File: config.mk
export PLATFORM = sky130hd
export DESIGN_NAME = twi_slave_rx
export DESIGN_NICKNAME = d
export VERILOG_FILES = /design/src/rtl/twi_rx_pkg.sv /design/src/rtl/twi_line_sync.sv /design/src/rtl/twi_byte_shift.sv /design/src/rtl/twi_slave_rx.sv
export SDC_FILE = /design/constraint.sdc
export NUM_CORES = 1
export LEC_CHECK = 0
export ABC_AREA = 1
export CORE_ASPECT_RATIO = 0.7
export CORE_MARGIN = 10
export CORE_UTILIZATION = 30
export CTS_BUF_LIST = sky130_fd_sc_hd__clkbuf_4 sky130_fd_sc_hd__clkbuf_8
export CTS_CLUSTER_SIZE = 28
export DETAILED_ROUTE_END_ITERATION = 6
export PLACE_DENSITY = 0.47
export SLEW_MARGIN = 5
export SYNTH_ARGS = -nofsm -noshare
export SYNTH_HDL_FRONTEND = slang
export SYNTH_SLANG_ARGS = --single-unit
File: constraint.sdc
create_clock -name clk -period 3.64 [get_ports clk]
set_clock_uncertainty 0.2 [all_clocks]
set_input_delay 0.91 -clock clk [delete_from_list [all_inputs] [get_ports clk]]
set_output_delay 0.91 -clock clk [all_outputs]
set_load 0.005 [all_outputs]
File: src/rtl/twi_rx_pkg.sv
package twi_rx_pkg;

    typedef enum logic [2:0] {
        S_IDLE,
        S_ADDR,
        S_ADDR_ACK,
        S_DATA,
        S_DATA_ACK,
        S_SKIP
    } twi_state_t;

    localparam logic [7:0] CODE_OWN_ADDR  = 8'h60;
    localparam logic [7:0] CODE_GC_ADDR   = 8'h70;
    localparam logic [7:0] CODE_OWN_ACK   = 8'h80;
    localparam logic [7:0] CODE_OWN_NACK  = 8'h88;
    localparam logic [7:0] CODE_GC_ACK    = 8'h90;
    localparam logic [7:0] CODE_GC_NACK   = 8'h98;
    localparam logic [7:0] CODE_END       = 8'hA0;
    localparam logic [7:0] CODE_NONE      = 8'hF8;

endpackage

File: src/rtl/twi_line_sync.sv
module twi_line_sync #(
    parameter int STAGES = 2
) (
    input  logic clk,
    input  logic rst_n,
    input  logic scl_i,
    input  logic sda_i,
    output logic scl_s,
    output logic sda_s,
    output logic scl_rise,
    output logic scl_fall,
    output logic start_det,
    output logic stop_det
);

    logic [STAGES-1:0] scl_chain;
    logic [STAGES-1:0] sda_chain;
    logic              scl_prev;
    logic              sda_prev;

    generate
        if (STAGES == 1) begin : g_single
            always_ff @(posedge clk or negedge rst_n) begin
                if (!rst_n) begin
                    scl_chain <= '1;
                    sda_chain <= '1;
                end else begin
                    scl_chain <= scl_i;
                    sda_chain <= sda_i;
                end
            end
        end else begin : g_multi
            always_ff @(posedge clk or negedge rst_n) begin
                if (!rst_n) begin
                    scl_chain <= '1;
                    sda_chain <= '1;
                end else begin
                    scl_chain <= {scl_chain[STAGES-2:0], scl_i};
                    sda_chain <= {sda_chain[STAGES-2:0], sda_i};
                end
            end
        end
    endgenerate

    always_ff @(posedge clk or negedge rst_n) begin
        if (!rst_n) begin
            scl_prev <= 1'b1;
            sda_prev <= 1'b1;
        end else begin
            scl_prev <= scl_s;
            sda_prev <= sda_s;
        end
    end

    assign scl_s     = scl_chain[STAGES-1];
    assign sda_s     = sda_chain[STAGES-1];
    assign scl_rise  = scl_s & ~scl_prev;
    assign scl_fall  = ~scl_s & scl_prev;
    assign start_det = scl_s & scl_prev & sda_prev & ~sda_s;
    assign stop_det  = scl_s & scl_prev & ~sda_prev & sda_s;

endmodule

File: src/rtl/twi_byte_shift.sv
module twi_byte_shift #(
    parameter int WIDTH = 8
) (
    input  logic             clk,
    input  logic             rst_n,
    input  logic             clear,
    input  logic             shift_en,
    input  logic             bit_in,
    output logic [WIDTH-1:0] value,
    output logic             full
);

    localparam int CW = $clog2(WIDTH + 1);

    logic [CW-1:0] count;

    always_ff @(posedge clk or negedge rst_n) begin
        if (!rst_n) begin
            value <= '0;
            count <= '0;
        end else if (clear) begin
            value <= '0;
            count <= '0;
        end else if (shift_en) begin
            value <= {value[WIDTH-2:0], bit_in};
            count <= count + 1'b1;
        end
    end

    assign full = (count == CW'(WIDTH));

endmodule

File: src/rtl/twi_slave_rx.sv
module twi_slave_rx
    import twi_rx_pkg::*;
#(
    parameter int ADDR_W      = 7,
    parameter int SYNC_STAGES = 2
) (
    input  logic              clk,
    input  logic              rst_n,
    input  logic              scl_i,
    input  logic              sda_i,
    output logic              scl_oe,
    output logic              sda_oe,
    input  logic [ADDR_W:0]   cfg_own_addr,
    input  logic              cfg_enable,
    input  logic              cfg_ack_en,
    input  logic              irq_clear,
    output logic              irq_flag,
    output logic [7:0]        status,
    output logic [ADDR_W:0]   rx_data
);

    localparam int BYTE_W = ADDR_W + 1;

    twi_state_t state_q;
    twi_state_t state_d;

    logic scl_sync;
    logic sda_sync;
    logic scl_rise;
    logic scl_fall;
    logic start_det;
    logic stop_det;

    logic [BYTE_W-1:0] sh_value;
    logic              sh_full;
    logic              sh_clear;
    logic              sh_en;
    logic              in_shift;

    logic addressed;
    logic byte_end;
    logic own_hit;
    logic gc_hit;
    logic addr_ok;
    logic gc_mode;
    logic nack_q;
    logic stretch_q;

    logic       set_flag;
    logic       set_stretch;
    logic [7:0] next_status;

    twi_line_sync #(.STAGES(SYNC_STAGES)) u_sync (
        .clk       (clk),
        .rst_n     (rst_n),
        .scl_i     (scl_i),
        .sda_i     (sda_i),
        .scl_s     (scl_sync),
        .sda_s     (sda_sync),
        .scl_rise  (scl_rise),
        .scl_fall  (scl_fall),
        .start_det (start_det),
        .stop_det  (stop_det)
    );

    assign in_shift = (state_q == S_ADDR) || (state_q == S_DATA);
    assign sh_clear = !in_shift || start_det;
    assign sh_en    = scl_rise && in_shift && !sh_full;

    twi_byte_shift #(.WIDTH(BYTE_W)) u_shift (
        .clk      (clk),
        .rst_n    (rst_n),
        .clear    (sh_clear),
        .shift_en (sh_en),
        .bit_in   (sda_sync),
        .value    (sh_value),
        .full     (sh_full)
    );

    assign addressed = (state_q == S_ADDR_ACK) || (state_q == S_DATA) ||
                       (state_q == S_DATA_ACK);
    assign byte_end  = sh_full && scl_fall;
    assign own_hit   = (sh_value[BYTE_W-1:1] == cfg_own_addr[ADDR_W:1]);
    assign gc_hit    = (sh_value[BYTE_W-1:1] == '0) && cfg_own_addr[0];
    assign addr_ok   = cfg_ack_en && !sh_value[0] && (own_hit || gc_hit);

    // State register
    always_ff @(posedge clk or negedge rst_n) begin
        if (!rst_n) begin
            state_q <= S_IDLE;
        end else begin
            state_q <= state_d;
        end
    end

    // Next-state logic
    always_comb begin
        state_d = state_q;
        if (!cfg_enable) begin
            state_d = S_IDLE;
        end else if (start_det) begin
            state_d = S_ADDR;
        end else if (stop_det) begin
            state_d = S_IDLE;
        end else begin
            unique case (state_q)
                S_IDLE:     state_d = S_IDLE;
                S_ADDR:     if (byte_end) state_d = addr_ok ? S_ADDR_ACK : S_SKIP;
                S_ADDR_ACK: if (scl_fall) state_d = S_DATA;
                S_DATA:     if (byte_end) state_d = S_DATA_ACK;
                S_DATA_ACK: if (scl_fall) state_d = nack_q ? S_SKIP : S_DATA;
                S_SKIP:     state_d = S_SKIP;
                default:    state_d = S_IDLE;
            endcase
        end
    end

    // Event decode for the host interface
    always_comb begin
        set_flag    = 1'b0;
        set_stretch = 1'b0;
        next_status = CODE_NONE;
        if (cfg_enable) begin
            if (addressed && (start_det || stop_det)) begin
                set_flag    = 1'b1;
                next_status = CODE_END;
            end else if (!start_det && !stop_det && scl_fall) begin
                if (state_q == S_ADDR_ACK) begin
                    set_flag    = 1'b1;
                    set_stretch = 1'b1;
                    next_status = gc_mode ? CODE_GC_ADDR : CODE_OWN_ADDR;
                end else if (state_q == S_DATA_ACK) begin
                    set_flag    = 1'b1;
                    set_stretch = 1'b1;
                    unique case ({gc_mode, nack_q})
                        2'b00:   next_status = CODE_OWN_ACK;
                        2'b01:   next_status = CODE_OWN_NACK;
                        2'b10:   next_status = CODE_GC_ACK;
                        default: next_status = CODE_GC_NACK;
                    endcase
                end
            end
        end
    end

    // Output registers
    always_ff @(posedge clk or negedge rst_n) begin
        if (!rst_n) begin
            sda_oe    <= 1'b0;
            irq_flag  <= 1'b0;
            stretch_q <= 1'b0;
            status    <= CODE_NONE;
            rx_data   <= '0;
            gc_mode   <= 1'b0;
            nack_q    <= 1'b0;
        end else if (!cfg_enable) begin
            sda_oe    <= 1'b0;
            irq_flag  <= 1'b0;
            stretch_q <= 1'b0;
        end else begin
            if (set_flag) begin
                irq_flag  <= 1'b1;
                stretch_q <= set_stretch;
                status    <= next_status;
            end else if (irq_clear) begin
                irq_flag  <= 1'b0;
                stretch_q <= 1'b0;
            end

            if (start_det || stop_det) begin
                sda_oe <= 1'b0;
            end else if (state_q == S_ADDR && byte_end) begin
                sda_oe  <= addr_ok;
                gc_mode <= !own_hit;
            end else if (state_q == S_DATA && byte_end) begin
                sda_oe  <= cfg_ack_en;
                nack_q  <= !cfg_ack_en;
                rx_data <= sh_value;
            end else if ((state_q == S_ADDR_ACK || state_q == S_DATA_ACK) && scl_fall) begin
                sda_oe <= 1'b0;
            end
        end
    end

    assign scl_oe = irq_flag && stretch_q;

endmodule

==> results.toml <==
[status]
status = "finished, final reports clean"

[placement]
gp_congestion = 0.8903
place_area_um2 = 2316
numPortBuffers = 30
dp_hpwl_mm = 3.427
post-place-ws_ns = 1.003
dp_cells = 341

[setup_path]
worstPathCellList = "clkdlybuf4s50_1"
critPathTopFamily = "flip-flops"
cp-end-kind = "output pin"
path_class = "reg2out"
cp_num_buf_inv = 1
required_ns = 2.53
arrival_ns = 1.32
start_kind = "register"
critPathMaxStageDelay_ns = 0.54
crit_slowest_cell = "dfstp_2"
cp_max_fo = 2

[clock_tree]
htree_levels = 2
clk_pin_slew_ns = 0.08
tritoncts = "built"
numCtsBuffers = 5
ctsResizeCount = 0
cts_setup_buffers = 0
clockRootBuffer = "clkbuf_8"
hold_buffers = 0
cts_max_path_buffers = 2
clk_latency_ns = 0.28
cts.sinks = 39

[global_route]
grt_pass1_vias = 1483
grt_first_pass_wirelength_mm = 7.603
antenna_found_initial = 0
grt_start_max_net_pins = 40
globalRouteOverflowTotal = 0
grt_usage = 0.09466

[yosys]
yosys_warnings = 0
synth-adder-area-share = 0.02567
synth_compound_area_frac = 0.1348
ys_seq_elements = 39
synth-edff-count = 0
synthXorXnorAreaFrac = 0.004493
netlist_top_cells_area = "dfrtp_1 36%, dfstp_2 15%, nand2_1 12%"
synth-async-reset-ratio = 1.000
synth_cells = 235
ys.flop_type = "dfrtp_1"
synth_top_family_by_area = "simple AND/OR/NAND/NOR gates"
synth_top_cell_area_share = 0.3594
synth_area_per_cell_um2 = 8.295
muxShareOfSynthArea = 0
synth_top_area_cell = "dfrtp_1"
yosysSeqAreaShare = 0.5077
syn_area_um2 = 1949
yosys.area_share.simple = 0.2291
post_synth_num_cell_types = 27

[job]
maxCapViolCount = 0

[die]
core-area_um2 = 6276
ioPinCount = 34
rows = 24
die_h_um = 87.44
start_util = 0.3106
die_w_um = 116.3
die_area_um2 = 10170

[finish]
fill_cells = 653
n_antenna_cell = 0
final_cell_mix = "62 x nand2_1, 34 x inv_1, 29 x clkdlybuf4s50_1"
fin_cells = 349
stdcell_area_um2 = 2411
fin_util = 0.3842
area_growth_pct = 23.68
final_nets = 289
final_common_cell = "nand2_1"
drive_gt1_frac = 0.1697

[sta]
maxSlewViolCount = 0
finalSetupViolCount = 0
rsz0062_at_grt = "false"
fin_crit_sh = 0.6667
whs_ns = 0.1579
fmax_mhz = 412.1
tightest_slew_ns = 0.8528
slew_headroom = 0.4315
fin_crit_ns = 2.427
setup_tns_ns = 0
worst_slack_ns = 1.213
hold_viol = 0

[detailed_routing]
vias = 1522
met3_length_um = 337
detail-route-antenna-nets = 0
drc = 0
wl_per_cell_um = 12.65
met2_length_mm = 1.609
met1Wirelength_mm = 2.443
drtPass1Iterations = 4
wirelength_mm = 4.414
vias_per_cell = 4.361
drtIter0Drc = 97
routed.top_layer = "met4"

[worst_hold_path]
hold_class = "reg2reg"

[power]
powerDensity_nw_per_um2 = 340.8
power_mw = 0.8217
p_leak_nw = 1.122
irDropWorstVdd_mv = 0.1809
-- path summary, 6_finish.rpt --
path	from	to	slack (ns)	cells after the start
min in group asynchronous	rst_n	rx_data[6]	0.53	1
max in group asynchronous	rst_n	u_shift.value[5]	2.17	1
min	u_sync.scl_chain[0]	u_sync.scl_chain[1]	0.16	0
max	status[5]	status[5]	1.21	1
min reg2reg	u_sync.scl_chain[0]	u_sync.scl_chain[1]	0.16	0
max reg2reg	u_shift.count[0]	nack_q	1.62	9
-- state kept, by name (all words and copies together), names as in the netlist --
signal and cells:
rx_data 8, u_shift.value 8, status 5, u_shift.count 4, state_q 3, u_sync.scl_chain 2
u_sync.sda_chain 2, gc_mode 1, irq_flag 1, nack_q 1, sda_oe 1, stretch_q 1
u_sync.scl_prev 1, u_sync.sda_prev 1
-- per-layer routing --
metal | vias to the layer above | global-route usage
met3 | 2 | 0.03788
met1 | 670 | 0.1435
met2 | 41 | 0.1178
met4 | 0 | 0.02039
met5 | - | 0
li1 | 809 | -
-- cells by family after synthesis --
family	Yosys count
compound gates	42
buf+inv	45
xor+xnor	1
other cells	1
fa+ha+maj	4
simple gates	103
flops	39
-- power breakdown --
group	internal, mW	total, mW	leakage [nW]	switching, mW
logic	0.0281	0.0628	0.570	0.0347
clock network	0.160	0.308	0.0517	0.148
registers	0.446	0.451	0.501	0.00478
total	0.635	0.822	1.12	0.187
-- cell usage after synthesis, types with 4 or more instances --
cell type and instances:
inv_2 7, o21ai_2 9, dfrtp_1 28, nand3_1 6, o21ai_0 5, o22ai_1 9
ha_1 4, dfstp_2 11, a21oi_1 5, nor2_1 19, inv_1 34, nand2_1 62
o21ai_1 11, nor3_2 4
-- cell type report --
type | instances | area (µm²) | share of cell area
timing repair buffer | 30 | 295.3 | 0.1225
clock inverter | 1 | 5.005 | 0.002076
tap | 78 | 97.59 | 0.04048
clock buffer | 7 | 90.09 | 0.03736
multi-input combinational | 153 | 779.5 | 0.3233
sequential | 39 | 989.7 | 0.4105
inverter | 41 | 153.9 | 0.06383
(Power assumes the default switching activity.)
